**src/rtl/ringport_pkg.sv**
```systemverilog
package ringport_pkg;
    typedef enum logic [1:0] {
        OP_INIT   = 2'd0,
        OP_PUT    = 2'd1,
        OP_GET    = 2'd2,
        OP_TRYGET = 2'd3
    } op_e;

    typedef enum logic [2:0] {
        PH_MASK, PH_IN, PH_OUT, PH_CHK, PH_DATA, PH_IDX
    } phase_e;

    typedef enum logic [2:0] {
        ST_IDLE, ST_RD, ST_RDW, ST_WR, ST_GAP, ST_RESP
    } state_e;
endpackage

```
**src/rtl/ringport_agen.sv**
```systemverilog
module ringport_agen
    import ringport_pkg::*;
#(
    parameter int AW = 19,
    parameter int DW = 8
) (
    input  phase_e          ph,
    input  logic            is_put,
    input  logic [AW-1:0]   base,
    input  logic [DW-1:0]   in_idx,
    input  logic [DW-1:0]   out_idx,
    input  logic [DW-1:0]   data,
    output logic [AW-1:0]   addr,
    output logic [DW-1:0]   wdata
);
    localparam int PADW = AW - DW;

    logic [DW-1:0] own_idx;
    logic [AW-1:0] slot_addr;

    assign own_idx   = is_put ? in_idx : out_idx;
    assign slot_addr = base + {{PADW{1'b0}}, own_idx};

    always_comb begin
        unique case (ph)
            PH_MASK: addr = base - AW'(3);
            PH_IN:   addr = base - AW'(2);
            PH_OUT:  addr = base - AW'(1);
            PH_CHK:  addr = is_put ? base - AW'(1) : base - AW'(2);
            PH_DATA: addr = slot_addr;
            default: addr = is_put ? base - AW'(2) : base - AW'(1);
        endcase
        wdata = (ph == PH_DATA) ? data : own_idx;
    end
endmodule

```
**src/rtl/ringport_cond.sv**
```systemverilog
module ringport_cond #(
    parameter int DW = 8
) (
    input  logic [DW-1:0] in_idx,
    input  logic [DW-1:0] out_idx,
    input  logic [DW-1:0] mask,
    input  logic [DW-1:0] peer_idx,
    output logic          full,
    output logic          empty
);
    logic [DW-1:0] in_next;

    assign in_next = (in_idx + DW'(1)) & mask;
    assign full    = (in_next == peer_idx);
    assign empty   = (peer_idx == out_idx);
endmodule

```
**src/rtl/ringport.sv**
```systemverilog
module ringport
    import ringport_pkg::*;
#(
    parameter int AW         = 19,
    parameter int DW         = 8,
    parameter int GAP_CYCLES = 2
) (
    input  logic          clk,
    input  logic          rst_n,
    input  logic          cmd_valid,
    output logic          cmd_ready,
    input  logic [1:0]    cmd_op,
    input  logic [AW-1:0] cmd_base,
    input  logic [DW-1:0] cmd_data,
    output logic          rsp_valid,
    output logic [DW-1:0] rsp_data,
    output logic          rsp_nodata,
    output logic          bus_hold,
    output logic          mem_en,
    output logic          mem_we,
    output logic [AW-1:0] mem_addr,
    output logic [DW-1:0] mem_wdata,
    input  logic [DW-1:0] mem_rdata
);
    localparam int GW = $clog2(GAP_CYCLES + 1);

    typedef struct packed {
        state_e        st;
        phase_e        ph;
        op_e           op;
        logic [AW-1:0] base;
        logic [DW-1:0] mask;
        logic [DW-1:0] in_idx;
        logic [DW-1:0] out_idx;
        logic [DW-1:0] data;
        logic          nodata;
        logic [GW-1:0] gap;
    } ctx_t;

    ctx_t ctx_q, ctx_d;
    logic is_full, is_empty;
    logic is_put_q;

    assign is_put_q = (ctx_q.op == OP_PUT);

    ringport_agen #(.AW(AW), .DW(DW)) i_agen (
        .ph      (ctx_q.ph),
        .is_put  (is_put_q),
        .base    (ctx_q.base),
        .in_idx  (ctx_q.in_idx),
        .out_idx (ctx_q.out_idx),
        .data    (ctx_q.data),
        .addr    (mem_addr),
        .wdata   (mem_wdata)
    );

    ringport_cond #(.DW(DW)) i_cond (
        .in_idx   (ctx_q.in_idx),
        .out_idx  (ctx_q.out_idx),
        .mask     (ctx_q.mask),
        .peer_idx (mem_rdata),
        .full     (is_full),
        .empty    (is_empty)
    );

    always_comb begin
        ctx_d = ctx_q;
        unique case (ctx_q.st)
            ST_IDLE: begin
                if (cmd_valid) begin
                    ctx_d.op     = op_e'(cmd_op);
                    ctx_d.data   = cmd_data;
                    ctx_d.nodata = 1'b0;
                    if (op_e'(cmd_op) == OP_INIT) begin
                        ctx_d.base = cmd_base;
                        if (cmd_base == '0) begin
                            ctx_d.mask    = '0;
                            ctx_d.in_idx  = '0;
                            ctx_d.out_idx = '0;
                            ctx_d.st      = ST_RESP;
                        end else begin
                            ctx_d.ph = PH_MASK;
                            ctx_d.st = ST_RD;
                        end
                    end else if (ctx_q.base == '0) begin
                        ctx_d.nodata = 1'b1;
                        ctx_d.st     = ST_RESP;
                    end else begin
                        ctx_d.ph = PH_CHK;
                        ctx_d.st = ST_RD;
                    end
                end
            end
            ST_RD: ctx_d.st = ST_RDW;
            ST_RDW: begin
                unique case (ctx_q.ph)
                    PH_MASK: begin
                        ctx_d.mask = mem_rdata;
                        ctx_d.ph   = PH_IN;
                        ctx_d.st   = ST_RD;
                    end
                    PH_IN: begin
                        ctx_d.in_idx = mem_rdata;
                        ctx_d.ph     = PH_OUT;
                        ctx_d.st     = ST_RD;
                    end
                    PH_OUT: begin
                        ctx_d.out_idx = mem_rdata;
                        ctx_d.st      = ST_RESP;
                    end
                    PH_CHK: begin
                        if (is_put_q) begin
                            if (is_full) begin
                                ctx_d.gap = '0;
                                ctx_d.st  = ST_GAP;
                            end else begin
                                ctx_d.ph = PH_DATA;
                                ctx_d.st = ST_WR;
                            end
                        end else if (is_empty) begin
                            if (ctx_q.op == OP_TRYGET) begin
                                ctx_d.nodata = 1'b1;
                                ctx_d.st     = ST_RESP;
                            end else begin
                                ctx_d.gap = '0;
                                ctx_d.st  = ST_GAP;
                            end
                        end else begin
                            ctx_d.ph = PH_DATA;
                            ctx_d.st = ST_RD;
                        end
                    end
                    default: begin
                        ctx_d.data    = mem_rdata;
                        ctx_d.out_idx = (ctx_q.out_idx + DW'(1)) & ctx_q.mask;
                        ctx_d.ph      = PH_IDX;
                        ctx_d.st      = ST_WR;
                    end
                endcase
            end
            ST_WR: begin
                if (ctx_q.ph == PH_DATA) begin
                    ctx_d.in_idx = (ctx_q.in_idx + DW'(1)) & ctx_q.mask;
                    ctx_d.ph     = PH_IDX;
                end else begin
                    ctx_d.st = ST_RESP;
                end
            end
            ST_GAP: begin
                if (ctx_q.gap == GW'(GAP_CYCLES - 1)) begin
                    ctx_d.ph = PH_CHK;
                    ctx_d.st = ST_RD;
                end else begin
                    ctx_d.gap = ctx_q.gap + GW'(1);
                end
            end
            default: begin
                ctx_d.nodata = 1'b0;
                ctx_d.st     = ST_IDLE;
            end
        endcase
    end

    always_ff @(posedge clk) begin
        if (!rst_n) begin
            ctx_q <= '{st: ST_IDLE, ph: PH_MASK, op: OP_INIT, default: '0};
        end else begin
            ctx_q <= ctx_d;
        end
    end

    assign cmd_ready  = (ctx_q.st == ST_IDLE);
    assign rsp_valid  = (ctx_q.st == ST_RESP);
    assign rsp_data   = ctx_q.data;
    assign rsp_nodata = ctx_q.nodata;
    assign bus_hold   = (ctx_q.st == ST_RD) || (ctx_q.st == ST_RDW) || (ctx_q.st == ST_WR);
    assign mem_en     = (ctx_q.st == ST_RD) || (ctx_q.st == ST_WR);
    assign mem_we     = (ctx_q.st == ST_WR);
endmodule

```
**config.mk**
```make
export PLATFORM = sky130hd
export DESIGN_NAME = ringport
export DESIGN_NICKNAME = d
export VERILOG_FILES = /design/src/rtl/ringport_pkg.sv /design/src/rtl/ringport_agen.sv /design/src/rtl/ringport_cond.sv /design/src/rtl/ringport.sv
export SDC_FILE = /design/constraint.sdc
export NUM_CORES = 1
export LEC_CHECK = 0
export BUFFER_PORTS_ARGS = -buffer_cell sky130_fd_sc_hd__buf_2
export CAP_MARGIN = 40
export CORE_MARGIN = 1
export CORE_UTILIZATION = 64
export CTS_BUF_LIST = sky130_fd_sc_hd__clkbuf_16
export CTS_CLUSTER_DIAMETER = 120
export CTS_CLUSTER_SIZE = 25
export DETAILED_ROUTE_END_ITERATION = 8
export PLACE_DENSITY = 0.91
export SYNTH_ARGS = -nofsm -noshare
export SYNTH_HDL_FRONTEND = slang
export SYNTH_SLANG_ARGS = --single-unit
```
**constraint.sdc**
```tcl
create_clock -name clk -period 10.39 [get_ports clk]
set_clock_uncertainty 0.15 [all_clocks]
set_input_delay 1.5585 -clock clk [delete_from_list [all_inputs] [get_ports clk]]
set_output_delay 1.5585 -clock clk [all_outputs]
set_load 0.01 [all_outputs]
```
==> results of run 1 <==
## per-stage QoR
stage	power (mW)	utilization, %	setup slack [ps]	hold WS (ps)	cells
after floorplan	0.881	-	5350	315	813
after global placement	1.08	69.5	4460	284	946
after detailed placement	1.10	70.1	4250	286	950
after CTS	1.41	73.4	3870	298	966
after global routing	1.51	73.4	3380	312	966
final	1.44	73.4	3680	305	966
## registers in the layout, summed over array words and instances, names as in the netlist
register,flops
ctx_q,53
rsp_data,8
rsp_nodata,1
## critical path: stages, from the launching register on
cell and delay (ps):
dfxtp_1 480, nor2_1 750, and2_1 530, clkinv_1 740
ha_1 650, o2111a_1 230, o31ai_1 100, a21boi_0 320
a31oi_1 150, xor2_1 160, o22ai_1 110, a221o_1 290
buf_2 140
## kinds of logic (layout without fill, tap and decap cells)
group	Yosys count	in the layout	synth area share, %
flip-flops	62	62	21.6
adder cells (fa/ha/maj)	25	25	5.57
buffers and inverters	77	122	5.59
multiplexers	25	25	4.35
AO/OA/AOI/OAI	245	245	27.9
AND/OR/NAND/NOR	334	334	28.2
XOR/XNOR	45	45	6.85
## routing by layer
layer	GRT usage, %	up-vias	routed length (um)
met2	65.3	469	8800
met3	6.94	71	2130
met4	18.8	0	779
met5	0	-	0
li1	-	2997	-
met1	51.2	3055	7540
## layout by cell type, fill, tap and decap left out, types with 10 or more instances in the layout
cell type    n
nor3_1      15
a21oi_1     44
o21ai_0     57
inv_1       20
nor4_1      10
o211ai_1    11
nor2b_1     15
nand2_1    133
nand3_1     40
o22ai_1     15
nor2_1      50
buf_2       80
xor2_1      24
a21o_1      10
mux2i_1     25
a31oi_1     14
xnor2_1     21
ha_1        24
nand2b_1    22
dfxtp_1     62
a21boi_0    36
## report_power, final
part | leakage (nW) | internal, mW | switching, mW
Combinational | 2.00 | 0.310 | 0.486
Clock | 0.144 | 0.184 | 0.123
Sequential | 0.504 | 0.271 | 0.0643
Total | 2.64 | 0.765 | 0.673
## how the worst max path moves through the flow
stage / startpoint / to / slack, ps / depth (start not counted)
3_5_place_dp: ctx_q[57]$_SDFFE_PN0P_ / mem_addr[18] / 4250 / 12
6_report: ctx_q[57]$_SDFFE_PN0P_ / mem_addr[12] / 3680 / 12
2_1_floorplan: ctx_q[56]$_SDFFE_PN0P_ / mem_addr[17] / 5350 / 14
3_3_place_gp: ctx_q[57]$_SDFFE_PN0P_ / mem_addr[12] / 4460 / 12
4_1_cts: ctx_q[57]$_SDFFE_PN0P_ / mem_addr[12] / 3870 / 12
5_1_grt: ctx_q[57]$_SDFFE_PN0P_ / mem_addr[12] / 3380 / 12
## cell type report
cell class                      instances  share of cell area (%)
Tap cell                              108                    2.11
Clock buffer                            9                    3.52
Sequential cell                        62                    19.4
Multi-Input combinational cell        674                    65.6
Timing Repair Buffer                   86                    7.27
Clock inverter                          7                   0.996
Inverter                               20                    1.17
==> impl_results.md, run 1 <==
- Syn. warnings: 0
- Hold Path Class: reg2reg
- GPL Wtd Cong: 0.967
- Status: completed
- Deepest clock path buffer count: 2
- Post-DP HPWL: 14000 um
- Top Ports: 81
- Synthesized instance count: 813
- Cell Area, Placed: 0.00611 mm^2
- Area growth, synth to finish: 11.3%
- Die Span Y: 96.8 um
- CTS buffer count: 9
- Drt first pass iters: 7
- Dominant cells by area after synthesis: dfxtp_1 (22%), nand2_1 (8.7%), ha_1 (5.2%), o21ai_0 (5.0%), a21boi_0 (4.7%)
- Vias in the first global route: 6097
- Top cells by count, synth: nand2_1 (133), dfxtp_1 (62), o21ai_0 (57)
- First-pass GRT wire length: 30400 um
- Grt total ovfl: 0
- NumNets Final: 918
- Setup TNS Final: 0 ps
- Fin area: 0.00640 mm^2
- Post-route DRC violation count: 0
- Post-route ant nets: 0
- Clk sink count: 62
- Startpoint Class: flop
- Seq/Total Area, Yosys: 21.6%
- Max FO, Critical Path: 26
- Initial antenna violation count: 0
- Post-synth EDFFs: 0
- Rel. slew slack: 40.7%
- Vias per cell: 6.82
- Crit Path Class: reg2out
- FF-to-FF Start: ctx_q[21]$_SDFFE_PN0P_
- Pwr per Cell Area: 225 mW/mm^2
- PostCTS Resize Cnt: 0
- Port Buffers: 80
- Mean Syn Cell Area: 7.08 um^2
- DIE WIDTH: 96.8 um
- #FFs+latches synth: 62
- Drt total wl: 19300 um
- Die area: 0.00938 mm^2
- Final Setup Violations: 0
- Post-synth cell types: 64
- Row count: 34
- Multi-input gate area: 0.00420 mm^2
- Count leader, synth: nand2_1
- CP required: 8680 ps
- Total GRT Usage: 40.0%
- DRT iter0 DRCs: 621
- Tmin final: 6710 ps
- Worst Max-Slew Pin Slew: 886 ps
- Synthesized cell area: 0.00576 mm^2
- Critical path arrival: 5000 ps
- Hold Path Origin: rsp_nodata$_SDFFE_PN0P_
- Hold Vio Cnt, Final: 0
- Skew-Pair Late Insertion Delay: 340 ps
- Mapped Nets: 878
- Starting Density: 66.0%
- Hold path depth: 2
- Largest net degree at the start of global routing: 38
- H-tree depth: 3
- Crit. End Element: output port
- Reg-to-reg endpoint: ctx_q[61]$_SDFFE_PN0P_
- Max Slew Vio Count: 0
- Share of cells above drive strength 1: 13.9%
- Antenna diodes: 0
- Dominant synthesized flop cell: dfxtp_1
- Register Area: 0.00124 mm^2
- CTS tree: done
- WL per Instance: 19.9 um
- Post-CTS Setup Bufs: 0
- Max Cap Violations: 0
- VDD IR max: 146 uV
- Asr flop ratio synth: 0%
- Crit share post-route: 64.6%
- Area leader, netlist: dfxtp_1
- RSZ-0062 raised after global routing: no
- Routed vias: 6592
- Worst r2r path cells: 8
- Fmax: 0.149 GHz
- Top cell type's share of synthesized area: 21.6%
- Leak: 2.64 nW
- FF-to-FF setup slack: 7270 ps
- CTS Hold Buffers Added: 0
- CTS Root Cell: clkbuf_16
- Reg clk slew, reported paths: 60 ps
- Fill cell count: 715
- Core Area: 0.00872 mm^2
- Worst Hold Endpoint: rsp_nodata$_SDFFE_PN0P_
(Power assumes the default switching activity.)
==> inputs of run 2 (changes only) <==
--- a/config.mk
+++ b/config.mk
@@ -5,15 +5,16 @@
 export SDC_FILE = /design/constraint.sdc
 export NUM_CORES = 1
 export LEC_CHECK = 0
+export ABC_AREA = 1
 export BUFFER_PORTS_ARGS = -buffer_cell sky130_fd_sc_hd__buf_2
 export CAP_MARGIN = 40
 export CORE_MARGIN = 1
-export CORE_UTILIZATION = 64
+export CORE_UTILIZATION = 54
 export CTS_BUF_LIST = sky130_fd_sc_hd__clkbuf_16
 export CTS_CLUSTER_DIAMETER = 120
 export CTS_CLUSTER_SIZE = 25
 export DETAILED_ROUTE_END_ITERATION = 8
-export PLACE_DENSITY = 0.91
+export PLACE_DENSITY = 0.82
 export SYNTH_ARGS = -nofsm -noshare
 export SYNTH_HDL_FRONTEND = slang
 export SYNTH_SLANG_ARGS = --single-unit
==> constraint.sdc (replaced) <==
create_clock -name clk -period 5.5 [get_ports clk]
set_clock_uncertainty 0.15 [all_clocks]
set_input_delay 0.825 -clock clk [delete_from_list [all_inputs] [get_ports clk]]
set_output_delay 0.825 -clock clk [all_outputs]
set_load 0.01 [all_outputs]
==> run 2 against run 1 <==
- sequential share of layout area down 0.54 points
- count of clock-buffer cells in the layout did not move
- largest power group unchanged
- via count grew 2.0%
- register-to-register slack got worse by 4400 ps
==> impl_results.md, run 2 <==
- Worst Max-Slew Pin Slew: 740 ps
- Top cell type's share of synthesized area: 21.1%
- WL per Instance: 16.2 um
- Hold Path Class: reg2reg
- First-pass GRT wire length: 29800 um
- Placed cell count: 1135
- CTS Root Cell: clkbuf_16
- NumNets Final: 1075
- Top Ports: 81
- Dominant cells by area after synthesis: dfxtp_1 (21%), nand2_1 (12%), o21ai_0 (7.8%), nor2_1 (7.8%), a21oi_1 (6.1%)
- Rel. slew slack: 50.7%
- Post-CTS Setup Bufs: 0
- Post-route DRC violation count: 0
- Total GRT Usage: 33.6%
- Non-Filler Instances: 1151
- Largest net degree at the start of global routing: 47
- Most common cell after layout, fill and taps aside: nand2_1
- Syn. warnings: 0
- Starting Density: 56.4%
- Count leader, synth: nand2_1
- Family with the most delay on the worst path: buffers and inverters
- Switching Share: 48.4%
- Setup TNS Final: 0 ps
- Synthesized cell area: 0.00587 mm^2
- Share of cells above drive strength 1: 17.3%
- Post-synth cell types: 55
- Drt total wl: 18600 um
- Leak: 3.05 nW
- Biggest register: ctx_q
- Antenna diodes: 0
- Tot Pwr: 2.67 mW
- Mean Syn Cell Area: 6.20 um^2
- Crit Path Class: reg2out
- Area growth, synth to finish: 12.2%
- Tmin final: 4820 ps
- Internal: 1.38 mW
- Cell Area, Placed: 0.00630 mm^2
- Post-synth EDFFs: 0
- Multi-input gate area: 0.00403 mm^2
- Max Cap Violations: 0
- Most frequent CP cell: nand2_1
- DIE WIDTH: 106 um
- Max FO, Critical Path: 23
- Area leader, netlist: dfxtp_1
- #FFs+latches synth: 62
- Register Area: 0.00124 mm^2
- Asr flop ratio synth: 0%
- Power share of the combinational group: 58.2%
- Skew-Pair Late Insertion Delay: 340 ps
- Sequential Power Share: 21.2%
- Post-layout util: 63.3%
- Post-DP HPWL: 14200 um
- Die Span Y: 106 um
- Routed vias: 6725
- Buf/Inv on CP: 5
- Critical path arrival: 3850 ps
- Crit share post-route: 87.7%
- Slowest cell on crit path: dfxtp_1
- GPL Wtd Cong: 0.949
- Row count: 37
- NetSw: 1.29 mW
- CP peak stage delay: 420 ps
- Die area: 0.0113 mm^2
- PostCTS Resize Cnt: 0
- Vias per cell: 5.84
- Top cells by count, synth: nand2_1 (191), nor2_1 (122), o21ai_0 (92)
- Status: completed
- Deepest clock path buffer count: 2
- Mapped Nets: 1012
- Fmax: 0.207 GHz
- Post-route ant nets: 0
- Final Setup Violations: 0
- Vias in the first global route: 6143
- Synthesized instance count: 947
- CTS buffer count: 9
- Fin area: 0.00659 mm^2
- Seq/Total Area, Yosys: 21.1%
- DRT iter0 DRCs: 679
- Initial antenna violation count: 0
- Fin Hold WS: 307 ps
- RSZ-0062 raised after global routing: no
- Crit. End Element: output port
- CP cell instances: nor2_2 -> nand2_1 -> buf_4 -> inv_1 -> nand2_1 -> ha_1 -> inv_1 -> fa_1 -> inv_1 -> nand2_1 -> o21ai_0 -> a21oi_1 -> o21ai_0 -> nand3_1 -> nand2_1 -> a21oi_1 -> o21ai_0 -> nand3_1 -> buf_2
- Grt total ovfl: 0
- Hold Vio Cnt, Final: 0
- VDD IR max: 201 uV
- CTS tree: done
- Core Area: 0.0104 mm^2
- Reg clk slew, reported paths: 50 ps
- Pwr per Cell Area: 406 mW/mm^2
- Fill cell count: 1046
- H-tree depth: 3
- Max Slew Vio Count: 0
- CTS Hold Buffers Added: 0
- Startpoint Class: flop
- Largest register FFs: 53
- Most frequent cells in the layout: nand2_1 (191), nor2_1 (121), inv_1 (93)
- Pre-CTS setup slack: 1060 ps
- Clk sink count: 62
- Port Buffers: 80
- Drt first pass iters: 6
- Dominant synthesized flop cell: dfxtp_1
- Clock share of power: 20.6%
- Final setup margin: 679 ps
- CP required: 4530 ps
run 2: power groups by stage:
stage               registers (mW)  logic (mW)  clock network (mW)
floorplan                    0.555        1.08                   0
global placement             0.571        1.50                   0
detailed placement           0.572        1.51                   0
CTS                          0.563        1.52               0.552
global route                 0.573        1.70               0.573
finish                       0.566        1.55               0.552
run 2: cells by family after synthesis:
| family | share of synthesized area (%) |
|---|---|
| buffers and inverters | 10.4 |
| AND/OR/NAND/NOR | 34.3 |
| flip-flops | 21.1 |
| adder cells (fa/ha/maj) | 5.45 |
| AO/OA/AOI/OAI | 24.1 |
| XOR/XNOR | 4.62 |
run 2: cell type report:
class	instances	share of cell area, %
sequential	62	18.8
clock buffer	9	3.42
clock inverter	7	0.893
timing repair buffer	84	6.53
inverter	114	6.65
tap	136	2.58
multi-input combinational	739	61.1
run 2: path summary, 6_finish.rpt:
kind	end	slack (ps)	start	depth (start not counted)
max	mem_addr[16]	680	ctx_q[56]$_SDFFE_PN0P_	19
min reg2reg	rsp_nodata$_SDFFE_PN0P_	310	rsp_nodata$_SDFFE_PN0P_	2
max reg2reg	ctx_q[56]$_SDFFE_PN0P_	2920	ctx_q[36]$_SDFFE_PN0P_	13
min	rsp_nodata$_SDFFE_PN0P_	310	rsp_nodata$_SDFFE_PN0P_	2
run 2: metal layers:
layer	GRT usage [%]	up-vias	wire length [um]
met2	51.0	360	8170
met4	17.5	0	750
met5	0	-	0
met1	44.9	2992	7800
li1	-	3315	-
met3	6.44	58	1900
run 2: worst register-to-register path: cells and delay by family (launching register included):
family	cells	cell delay (ps)
buffers and inverters	3	450
and+or+nand+nor	7	950
AOI/OAI and AO/OA	2	270
adders and majority gates	1	290
DFF	1	360
==> inputs of run 3 (changes only) <==
--- a/config.mk
+++ b/config.mk
@@ -9,12 +9,12 @@
 export BUFFER_PORTS_ARGS = -buffer_cell sky130_fd_sc_hd__buf_2
 export CAP_MARGIN = 40
 export CORE_MARGIN = 1
-export CORE_UTILIZATION = 54
+export CORE_UTILIZATION = 30
 export CTS_BUF_LIST = sky130_fd_sc_hd__clkbuf_16
 export CTS_CLUSTER_DIAMETER = 120
 export CTS_CLUSTER_SIZE = 25
 export DETAILED_ROUTE_END_ITERATION = 8
-export PLACE_DENSITY = 0.82
+export PLACE_DENSITY = 0.52
 export SYNTH_ARGS = -nofsm -noshare
 export SYNTH_HDL_FRONTEND = slang
 export SYNTH_SLANG_ARGS = --single-unit
==> run 3 against run 2 <==
- via count down 4.7%
- utilization shrank 28 points
- count of clock-buffer cells in the layout stayed put
- die area is 78% higher
- first-iteration DRC count is 45% lower
- critical path depth fell by 2
- register-to-register slack worse by 170 ps
- clock power grew 11%
- fmax is 2.6% lower
- design area rose by 2.8%
- wire length is 10% higher
- largest cell class unchanged
- sequential share of layout area fell by 0.51 points
==> impl_results.md, run 3 (synthesized netlist as in run 2, its figures left out) <==
- Crit. End Element: output port
- Fmax: 0.202 GHz
- Share of cells above drive strength 1: 17.6%
- Max Cap Violations: 0
- Non-Filler Instances: 1274
- Post-DP HPWL: 16400 um
- Most common cell after layout, fill and taps aside: nand2_1
- Row count: 50
- Crit Path Class: reg2out
- Total GRT Usage: 20.6%
- Max FO, Critical Path: 23
- CTS Root Cell: clkbuf_16
- Post-layout util: 35.7%
- Post-route ant nets: 0
- Setup TNS Final: 0 ps
- CTS buffer count: 9
- H-tree depth: 3
- Pre-CTS setup slack: 912 ps
- Startpoint Class: flop
- Die Span Y: 142 um
- GPL Wtd Cong: 0.932
- Core Area: 0.0190 mm^2
- PostCTS Resize Cnt: 0
- Pwr per Cell Area: 405 mW/mm^2
- Hold path depth: 2
- Hold Path Class: reg2reg
- Clk sink count: 62
- Port Buffers: 80
- First-pass GRT wire length: 31800 um
- CTS Hold Buffers Added: 0
- Biggest register: ctx_q
- Area growth, synth to finish: 15.3%
- Antenna diodes: 0
- Placed cell count: 1259
- Most frequent cells in the layout: nand2_1 (191), nor2_1 (121), o21ai_0 (92)
- Final setup margin: 551 ps
- Max Slew Vio Count: 0
- Reg clk slew, reported paths: 50 ps
- Worst Max-Slew Pin Slew: 650 ps
- Grt total ovfl: 0
- VDD IR max: 152 uV
- Status: completed
- Fin area: 0.00677 mm^2
- Top Ports: 81
- Fin Hold WS: 315 ps
- Deepest clock path buffer count: 2
- CTS tree: done
- Drt first pass iters: 5
- Tot Pwr: 2.74 mW
- Crit share post-route: 90.0%
- Cell Area, Placed: 0.00646 mm^2
- Drt total wl: 20600 um
- Post-route DRC violation count: 0
- DRT iter0 DRCs: 372
- Final Setup Violations: 0
- Rel. slew slack: 56.6%
- Vias per cell: 5.03
- Vias in the first global route: 5989
- Hold Vio Cnt, Final: 0
- DIE WIDTH: 142 um
- Die area: 0.0201 mm^2
- Initial antenna violation count: 0
- Worst r2r path cells: 10
- Leak: 3.04 nW
- Starting Density: 31.0%
- Skew-Pair Late Insertion Delay: 340 ps
- CP required: 4530 ps
- Largest register FFs: 53
- WL per Instance: 16.1 um
- Tmin final: 4950 ps
- Largest net degree at the start of global routing: 47
- RSZ-0062 raised after global routing: no
- Routed vias: 6407
- Critical path arrival: 3970 ps
- Post-CTS Setup Bufs: 0
- NumNets Final: 1075
## run 3: cell types whose count changed in the layout (fill, tap and decap cells not counted), sizes merged
cell      previous run  this run
bufinv               1         2
inv                114       111
clkinvlp             0         2
clkinv               6         5
## run 3: critical path, stage by stage, from the launching register on
cell,delay (ps)
dfxtp_1,360
nor2_2,540
nand2_1,190
inv_1,470
nand2_1,120
ha_1,340
inv_1,90
o21ai_0,220
nand3_1,130
nand3b_1,180
inv_1,50
o21ai_0,290
nand3_1,120
nand2_1,110
a21oi_1,60
o21ai_0,90
nand2_1,80
buf_2,160
## run 3: where the power goes
part	switching, mW	internal, mW
clock	0.221	0.393
combinational	1.03	0.529
sequential	0.0677	0.499
total	1.32	1.42
## run 3: layout make-up
cell class	instances	area (um^2)
Sequential cell	62	1240
Multi-Input combinational cell	739	4030
Timing Repair Buffer	84	430
Clock inverter	6	87.6
Inverter	114	438
Tap cell	260	325
Fill cell	2134	12200
Clock buffer	9	225
## run 3: final timing paths
path | startpoint | to | slack (ps)
hold reg to reg | rsp_nodata$_SDFFE_PN0P_ | rsp_nodata$_SDFFE_PN0P_ | 310
setup / recovery | ctx_q[56]$_SDFFE_PN0P_ | mem_addr[15] | 550
setup reg to reg | ctx_q[56]$_SDFFE_PN0P_ | ctx_q[16]$_SDFFE_PN0P_ | 2750
hold / removal | rsp_nodata$_SDFFE_PN0P_ | rsp_nodata$_SDFFE_PN0P_ | 310
## run 3: layer usage
layer	vias to the layer above	GRT usage [%]	share of wire, %
met2	151	34.9	46
met5	-	0	0
met3	31	3.37	4.5
met1	2911	26.4	47
li1	3314	-	-
met4	0	7.24	2.3
